--- src/rtl/trig_comb_pkg.sv ---
`timescale 1ns/1ps
package trig_comb_pkg;
   typedef enum logic [1:0] {
      PAIR_THRU  = 2'd0,
      PAIR_OR    = 2'd1,
      PAIR_AND   = 2'd2,
      PAIR_THRU3 = 2'd3
   } pair_mode_e;

   typedef enum logic [1:0] {
      MAIN_OR   = 2'd0,
      MAIN_AND  = 2'd1,
      MAIN_MAJ  = 2'd2,
      MAIN_MAJ3 = 2'd3
   } main_mode_e;
endpackage

--- src/rtl/trig_pair_stage.sv ---
`timescale 1ns/1ps
module trig_pair_stage
   import trig_comb_pkg::*;
#(
   parameter int N_CH = 16
) (
   input  logic [N_CH-1:0] raw_i,
   input  logic [N_CH-1:0] mask_i,
   input  logic [1:0]      mode_i,
   output logic [N_CH-1:0] vec_o
);
   localparam int N_PAIR = N_CH / 2;

   logic [N_CH-1:0] masked;
   pair_mode_e      mode;

   assign masked = raw_i & mask_i;
   assign mode   = pair_mode_e'(mode_i);

   for (genvar k = 0; k < N_PAIR; k++) begin : g_pair
      logic lo, hi, merged;
      assign lo = masked[2*k];
      assign hi = masked[2*k+1];
      always_comb begin
         unique case (mode)
            PAIR_OR:  merged = lo | hi;
            PAIR_AND: merged = lo & hi;
            default:  merged = 1'b0;
         endcase
      end
      assign vec_o[2*k]   = (mode == PAIR_OR || mode == PAIR_AND) ? merged : lo;
      assign vec_o[2*k+1] = (mode == PAIR_OR || mode == PAIR_AND) ? merged : hi;
   end
endmodule

--- src/rtl/trig_main_stage.sv ---
`timescale 1ns/1ps
module trig_main_stage
   import trig_comb_pkg::*;
#(
   parameter int N_CH  = 16,
   parameter int CNT_W = $clog2(N_CH + 1)
) (
   input  logic             clk,
   input  logic             rst_n,
   input  logic [N_CH-1:0]  vec_i,
   input  logic [N_CH-1:0]  mask_i,
   input  logic [1:0]       mode_i,
   input  logic [CNT_W-1:0] level_i,
   output logic             hit_o
);
   logic [N_CH-1:0]  vec_q;
   logic [CNT_W-1:0] cnt_d, cnt_q;
   logic             or_q, and_q;
   main_mode_e       mode;

   assign mode = main_mode_e'(mode_i);

   always_comb begin
      cnt_d = '0;
      for (int i = 0; i < N_CH; i++) cnt_d = cnt_d + CNT_W'(vec_i[i] ? 1 : 0);
   end

   always_ff @(posedge clk) begin
      if (!rst_n) begin
         vec_q <= '0;
         cnt_q <= '0;
         or_q  <= 1'b0;
         and_q <= 1'b0;
      end else begin
         vec_q <= vec_i;
         cnt_q <= cnt_d;
         or_q  <= |vec_q;
         and_q <= (|mask_i) & (&(vec_q | ~mask_i));
      end
   end

   // count and OR take different paths: vec_i vs vec_q, one cycle apart
   logic [CNT_W-1:0] cnt_s;
   always_ff @(posedge clk) begin
      if (!rst_n) cnt_s <= '0;
      else        cnt_s <= cnt_q;
   end

   always_comb begin
      unique case (mode)
         MAIN_OR:  hit_o = or_q;
         MAIN_AND: hit_o = and_q;
         default:  hit_o = (cnt_s >= level_i);
      endcase
   end

   // the enabled-AND result can only be true when some bit was set
   a_r5_and_implies_or: assert property (@(posedge clk) disable iff (!rst_n)
      and_q |-> or_q);
   // the popcount path and the OR path agree on an empty vector
   a_r6_count_matches_or: assert property (@(posedge clk) disable iff (!rst_n)
      (cnt_s != '0) == or_q);
endmodule

--- src/rtl/trig_gate_shaper.sv ---
`timescale 1ns/1ps
module trig_gate_shaper #(
   parameter int GATE_W = 8
) (
   input  logic              clk,
   input  logic              rst_n,
   input  logic              hit_i,
   input  logic [GATE_W-1:0] width_i,
   input  logic              retrig_i,
   input  logic              invert_i,
   output logic              out_o
);
   logic              hit_d, lin_q, rise;
   logic [GATE_W-1:0] cnt_q;

   assign rise = hit_i & ~hit_d;

   always_ff @(posedge clk) begin
      if (!rst_n) begin
         hit_d <= 1'b0;
         lin_q <= 1'b0;
         cnt_q <= '0;
      end else begin
         hit_d <= hit_i;
         lin_q <= hit_i;
         if (rise && (retrig_i || cnt_q == '0)) cnt_q <= width_i;
         else if (cnt_q != '0)                  cnt_q <= cnt_q - 1'b1;
      end
   end

   assign out_o = ((width_i == '0) ? lin_q : (cnt_q != '0)) ^ invert_i;

   // an open non-retriggerable gate only counts down
   a_r9_nonretrig_countdown: assert property (@(posedge clk) disable iff (!rst_n)
      (!retrig_i && cnt_q != '0) |=> (cnt_q == GATE_W'($past(cnt_q) - 1'b1)));
   // a rising edge on a closed gate with nonzero width opens it
   a_r8_gate_opens: assert property (@(posedge clk) disable iff (!rst_n)
      (rise && cnt_q == '0 && width_i != '0) |=> (cnt_q != '0));
   // linear output follows the decision by one register
   a_r7_linear_follow: assert property (@(posedge clk) disable iff (!rst_n)
      (width_i == '0) |=> (width_i != '0 || out_o == ($past(hit_i) ^ invert_i)));
endmodule

--- src/rtl/trig_combiner.sv ---
`timescale 1ns/1ps
module trig_combiner #(
   parameter int N_CH   = 16,
   parameter int GATE_W = 8,
   localparam int CNT_W = $clog2(N_CH + 1)
) (
   input  logic              clk,
   input  logic              rst_n,
   input  logic [N_CH-1:0]   trig_in,
   input  logic [N_CH-1:0]   cfg_mask,
   input  logic [1:0]        cfg_pair,
   input  logic [1:0]        cfg_main,
   input  logic [CNT_W-1:0]  cfg_level,
   input  logic [GATE_W-1:0] cfg_width,
   input  logic              cfg_retrig,
   input  logic              cfg_invert,
   output logic              trig_out
);
   if (N_CH < 2 || (N_CH % 2) != 0) begin : g_bad_nch
      $error("trig_combiner: N_CH must be even and at least 2");
   end
   if (GATE_W < 1) begin : g_bad_gw
      $error("trig_combiner: GATE_W must be at least 1");
   end

   logic [N_CH-1:0] pair_vec;
   logic            hit;

   trig_pair_stage #(.N_CH(N_CH)) u_pair (
      .raw_i  (trig_in),
      .mask_i (cfg_mask),
      .mode_i (cfg_pair),
      .vec_o  (pair_vec)
   );

   trig_main_stage #(.N_CH(N_CH), .CNT_W(CNT_W)) u_main (
      .clk     (clk),
      .rst_n   (rst_n),
      .vec_i   (pair_vec),
      .mask_i  (cfg_mask),
      .mode_i  (cfg_main),
      .level_i (cfg_level),
      .hit_o   (hit)
   );

   trig_gate_shaper #(.GATE_W(GATE_W)) u_gate (
      .clk      (clk),
      .rst_n    (rst_n),
      .hit_i    (hit),
      .width_i  (cfg_width),
      .retrig_i (cfg_retrig),
      .invert_i (cfg_invert),
      .out_o    (trig_out)
   );
endmodule

--- config.mk ---
export PLATFORM = sky130hd
export DESIGN_NAME = trig_combiner
export DESIGN_NICKNAME = d
export VERILOG_FILES = /design/src/rtl/trig_comb_pkg.sv /design/src/rtl/trig_pair_stage.sv /design/src/rtl/trig_main_stage.sv /design/src/rtl/trig_gate_shaper.sv /design/src/rtl/trig_combiner.sv
export SDC_FILE = /design/constraint.sdc
export NUM_CORES = 1
export LEC_CHECK = 0
export ABC_AREA = 1
export CORE_ASPECT_RATIO = 0.9
export CORE_MARGIN = 5
export CORE_UTILIZATION = 51
export CTS_CLUSTER_DIAMETER = 60
export DETAILED_ROUTE_END_ITERATION = 10
export DONT_BUFFER_PORTS = 1
export PLACE_DENSITY_LB_ADDON = 0.2
export SLEW_MARGIN = 10
export SYNTH_ARGS = -nofsm -noshare
export SYNTH_HDL_FRONTEND = slang
export SYNTH_SLANG_ARGS = --single-unit
--- constraint.sdc ---
create_clock -name clk -period 6.2 [get_ports clk]
set_input_delay 1.55 -clock clk [delete_from_list [all_inputs] [get_ports clk]]
set_output_delay 1.55 -clock clk [all_outputs]
set_load 0.02 [all_outputs]
==> impl_metrics.yaml <==
layout:
  post_route_cells_drive_above_1_share: 0.0743
  nets: 426
  layout.cells.most_common: "nand2_1"
  layout.core_utilization: 0.560
  area_growth_syn_to_layout_pct: 8.26
  mostFrequentLayoutCells: "nand2_1, inv_1, nor2_1, dfxtp_1, a21oi_1"
  antenna_cells_inserted: 0
setup_path:
  critical_path_arrival_ns: 5.52
  required_arrival_time_at_the_worst_endpoint_ns: 6.43
  cp_max_fo: 13
  worstSetupEndpointType: "flop"
  worstSetupPathType: "in2reg"
  crit_path_launch_type: "input port"
timing:
  finalHoldViolCount: 0
  final.min_clock_period_ns: 5.29
  worstMarginPinSlew_ns: 0.782
  setup_viol_count_final: 0
  report.final.slew_viol_count: 0
  timing.final.crit_share: 0.854
  setup_tns_ns: 0
  grt_setup_unrepaired: "no"
  layout_skew_ns: 0.00608
  max-slew-margin-rel: 0.475
  maxClockFrequency_ghz: 0.189
synthesis:
  synth_warnings: 0
  postSynthNetCount: 424
  synth_area_um2: 2470
  synth-seq-cells: 37
  synthesis.instances: 347
  post_synth_num_cell_types: 28
  post_synth.cell_area_avg_um2: 7.11
  yosysSeqAreaShare: 0.300
drt:
  antenna_violating_nets_post_route: 0
  drt-vias-per-instance: 5.16
  wl_um: 5610
  routedWlPerCell_um: 13.5
  detail_route.iter0.violations: 116
  drt-pass1-iter-count: 4
  remaining_drc_errors: 0
  routed-via-count: 2141
floorplanning:
  core.rowCount: 24
  die_width_um: 83.3
  die_area_um2: 6330
  start_util: 0.517
  core_um2: 4770
  ioPinCount: 54
  chipHeight_um: 76
clock_tree:
  number_of_gates_resized_after_cts: 0
  clockRootBuffer: "clkbuf_8"
  cts_tree: "done"
  cts.htree.levels: 2
  cts_buffer_depth: 2
  cts_inserted_buffers: 5
  clkSlewWorstSetupHoldPaths_ns: 0.08
  cts_hold_fix_bufs: 0
  worstSkewPairLatency_ns: 0.29
  cts_num_sinks: 37
  postCtsSetupRepairBufs: 0
power_and_ir_drop:
  power_dens_cells_nw_per_um2: 394
  power.share.clock: 0.241
  power.net_switching_w: 0.000407
  ir_drop_mv: 0.180
  power.leakage_nw: 1.36
  switching_share: 0.386
  cellInternalPower_w: 0.000647
  share_of_total_power_in_combinational_logic: 0.464
  sequentialPowerShare: 0.294
global_route:
  antenna_found_initial: 0
  grt_pass1_wl_um: 9370
  groute.usage.overall: 0.181
  number_of_global_route_vias_before_repair: 2119
  globalRoute.totalOverflow: 0
  grt_start_max_net_pins: 28
min_path:
  hp-class: "reg2reg"
job:
  max_cap_violations: 0
place:
  detailed_place_hpwl_um: 4600
  gpl.final_weighted_congestion: 0.878
  io_buffers: 0
status:
  status: "finished clean"
## worst max-delay path, cell delays in order
cell	delay [ns]
inv_1	0.02
ha_1	0.22
inv_2	0.17
o21ai_0	0.13
o21a_1	0.14
o21ai_0	0.26
inv_1	0.09
fa_1	0.47
fa_1	0.43
fa_1	0.52
inv_1	0.06
fa_1	0.58
inv_1	0.05
ha_1	0.29
a21o_1	0.16
a21oi_1	0.16
o21ai_0	0.10
a21oi_1	0.12
## logic make-up (layout without fill, tap and decap cells)
family / Yosys count / count (layout) / share of synthesized area
AOI/OAI and AO/OA: 60 / 60 / 0.135
xor gates and xnor gates: 8 / 8 / 0.0284
adders and majority gates: 24 / 24 / 0.152
buffers and inverters: 72 / 75 / 0.109
DFF: 37 / 37 / 0.300
and+or+nand+nor: 146 / 146 / 0.275
## worst paths after layout
path	startpoint	to	slack (ns)	cells past startpoint
setup / recovery	cfg_pair[1]	u_main.cnt_q[3]	0.91	18
hold / removal	u_main.cnt_q[0]	u_main.cnt_s[0]	0.41	2
setup reg to reg	u_main.cnt_s[4]	u_gate.cnt_q[7]	4.57	10
hold reg to reg	u_main.cnt_q[0]	u_main.cnt_s[0]	0.41	2
## state kept, by name, indices dropped and copies added, names as in the netlist
signal        flops
u_main.cnt_q      5
u_main.or_q       1
u_main.and_q      1
u_gate.hit_d      1
u_main.cnt_s      5
u_main.vec_q     16
u_gate.cnt_q      8
## metrics by stage
| stage | total power [W] | std cells | setup slack, ns | hold slack (ns) | area [um^2] |
|---|---|---|---|---|---|
| CTS | 0.00106 | 415 | 0.950 | 0.416 | 2670 |
| global route | 0.00115 | 415 | 0.628 | 0.424 | 2670 |
| finish | 0.00105 | 415 | 0.908 | 0.414 | 2670 |
| floorplan | 0.000730 | 347 | 0.908 | 0.390 | 2470 |
| global placement | 0.000797 | 407 | 0.737 | 0.394 | 2530 |
| detailed placement | 0.000807 | 407 | 0.669 | 0.397 | 2530 |
## power groups by stage
stage / sequential, W / combinational (W) / clock, W
finish: 0.000310 / 0.000490 / 0.000255
global route: 0.000315 / 0.000573 / 0.000265
CTS: 0.000310 / 0.000496 / 0.000257
detailed placement: 0.000316 / 0.000492 / 0
global placement: 0.000316 / 0.000481 / 0
floorplan: 0.000311 / 0.000418 / 0
## layout make-up
cell class | count | area [um^2]
Inverter | 66 | 248
Timing Repair Buffer | 1 | 7.51
Fill cell | 455 | 2100
Clock inverter | 3 | 68.8
Clock buffer | 5 | 68.8
Sequential cell | 37 | 741
Tap cell | 65 | 81.3
Multi-Input combinational cell | 238 | 1460
## Yosys cell counts
cell type  count  share of area
nor4_1         7          0.018
a21oi_1       22          0.045
nor3_1         2         0.0041
nor2_4         3          0.014
inv_1         60          0.091
o22ai_1        5          0.013
nand2_2        4          0.010
ha_1          14          0.071
a21o_1         1         0.0030
o21ai_1        4         0.0081
clkinv_1       1         0.0015
nand4_1        3         0.0076
xnor2_1        1         0.0035
nand3_1       19          0.039
nand2_4        4          0.018
inv_2          5         0.0076
o21a_1         4          0.012
fa_1          10          0.081
o21ai_0       19          0.039
a41oi_1        1         0.0035
nand2_1       66           0.10
dfxtp_1       37           0.30
a211oi_1       3         0.0091
o2111ai_1      1         0.0035
nor2_1        37          0.056
xor2_1         7          0.025
nor2_8         1         0.0081
clkbuf_1       6         0.0091
## metal layers
layer / vias up / track usage / part of all wire
met1: 946 / 0.224 / 0.44
met3: 9 / 0.0562 / 0.084
li1: 1107 / - / -
met5: - / 0 / 0
met2: 79 / 0.304 / 0.46
met4: 0 / 0.0523 / 0.016
No activity file was read; power rests on OpenSTA's default activity.
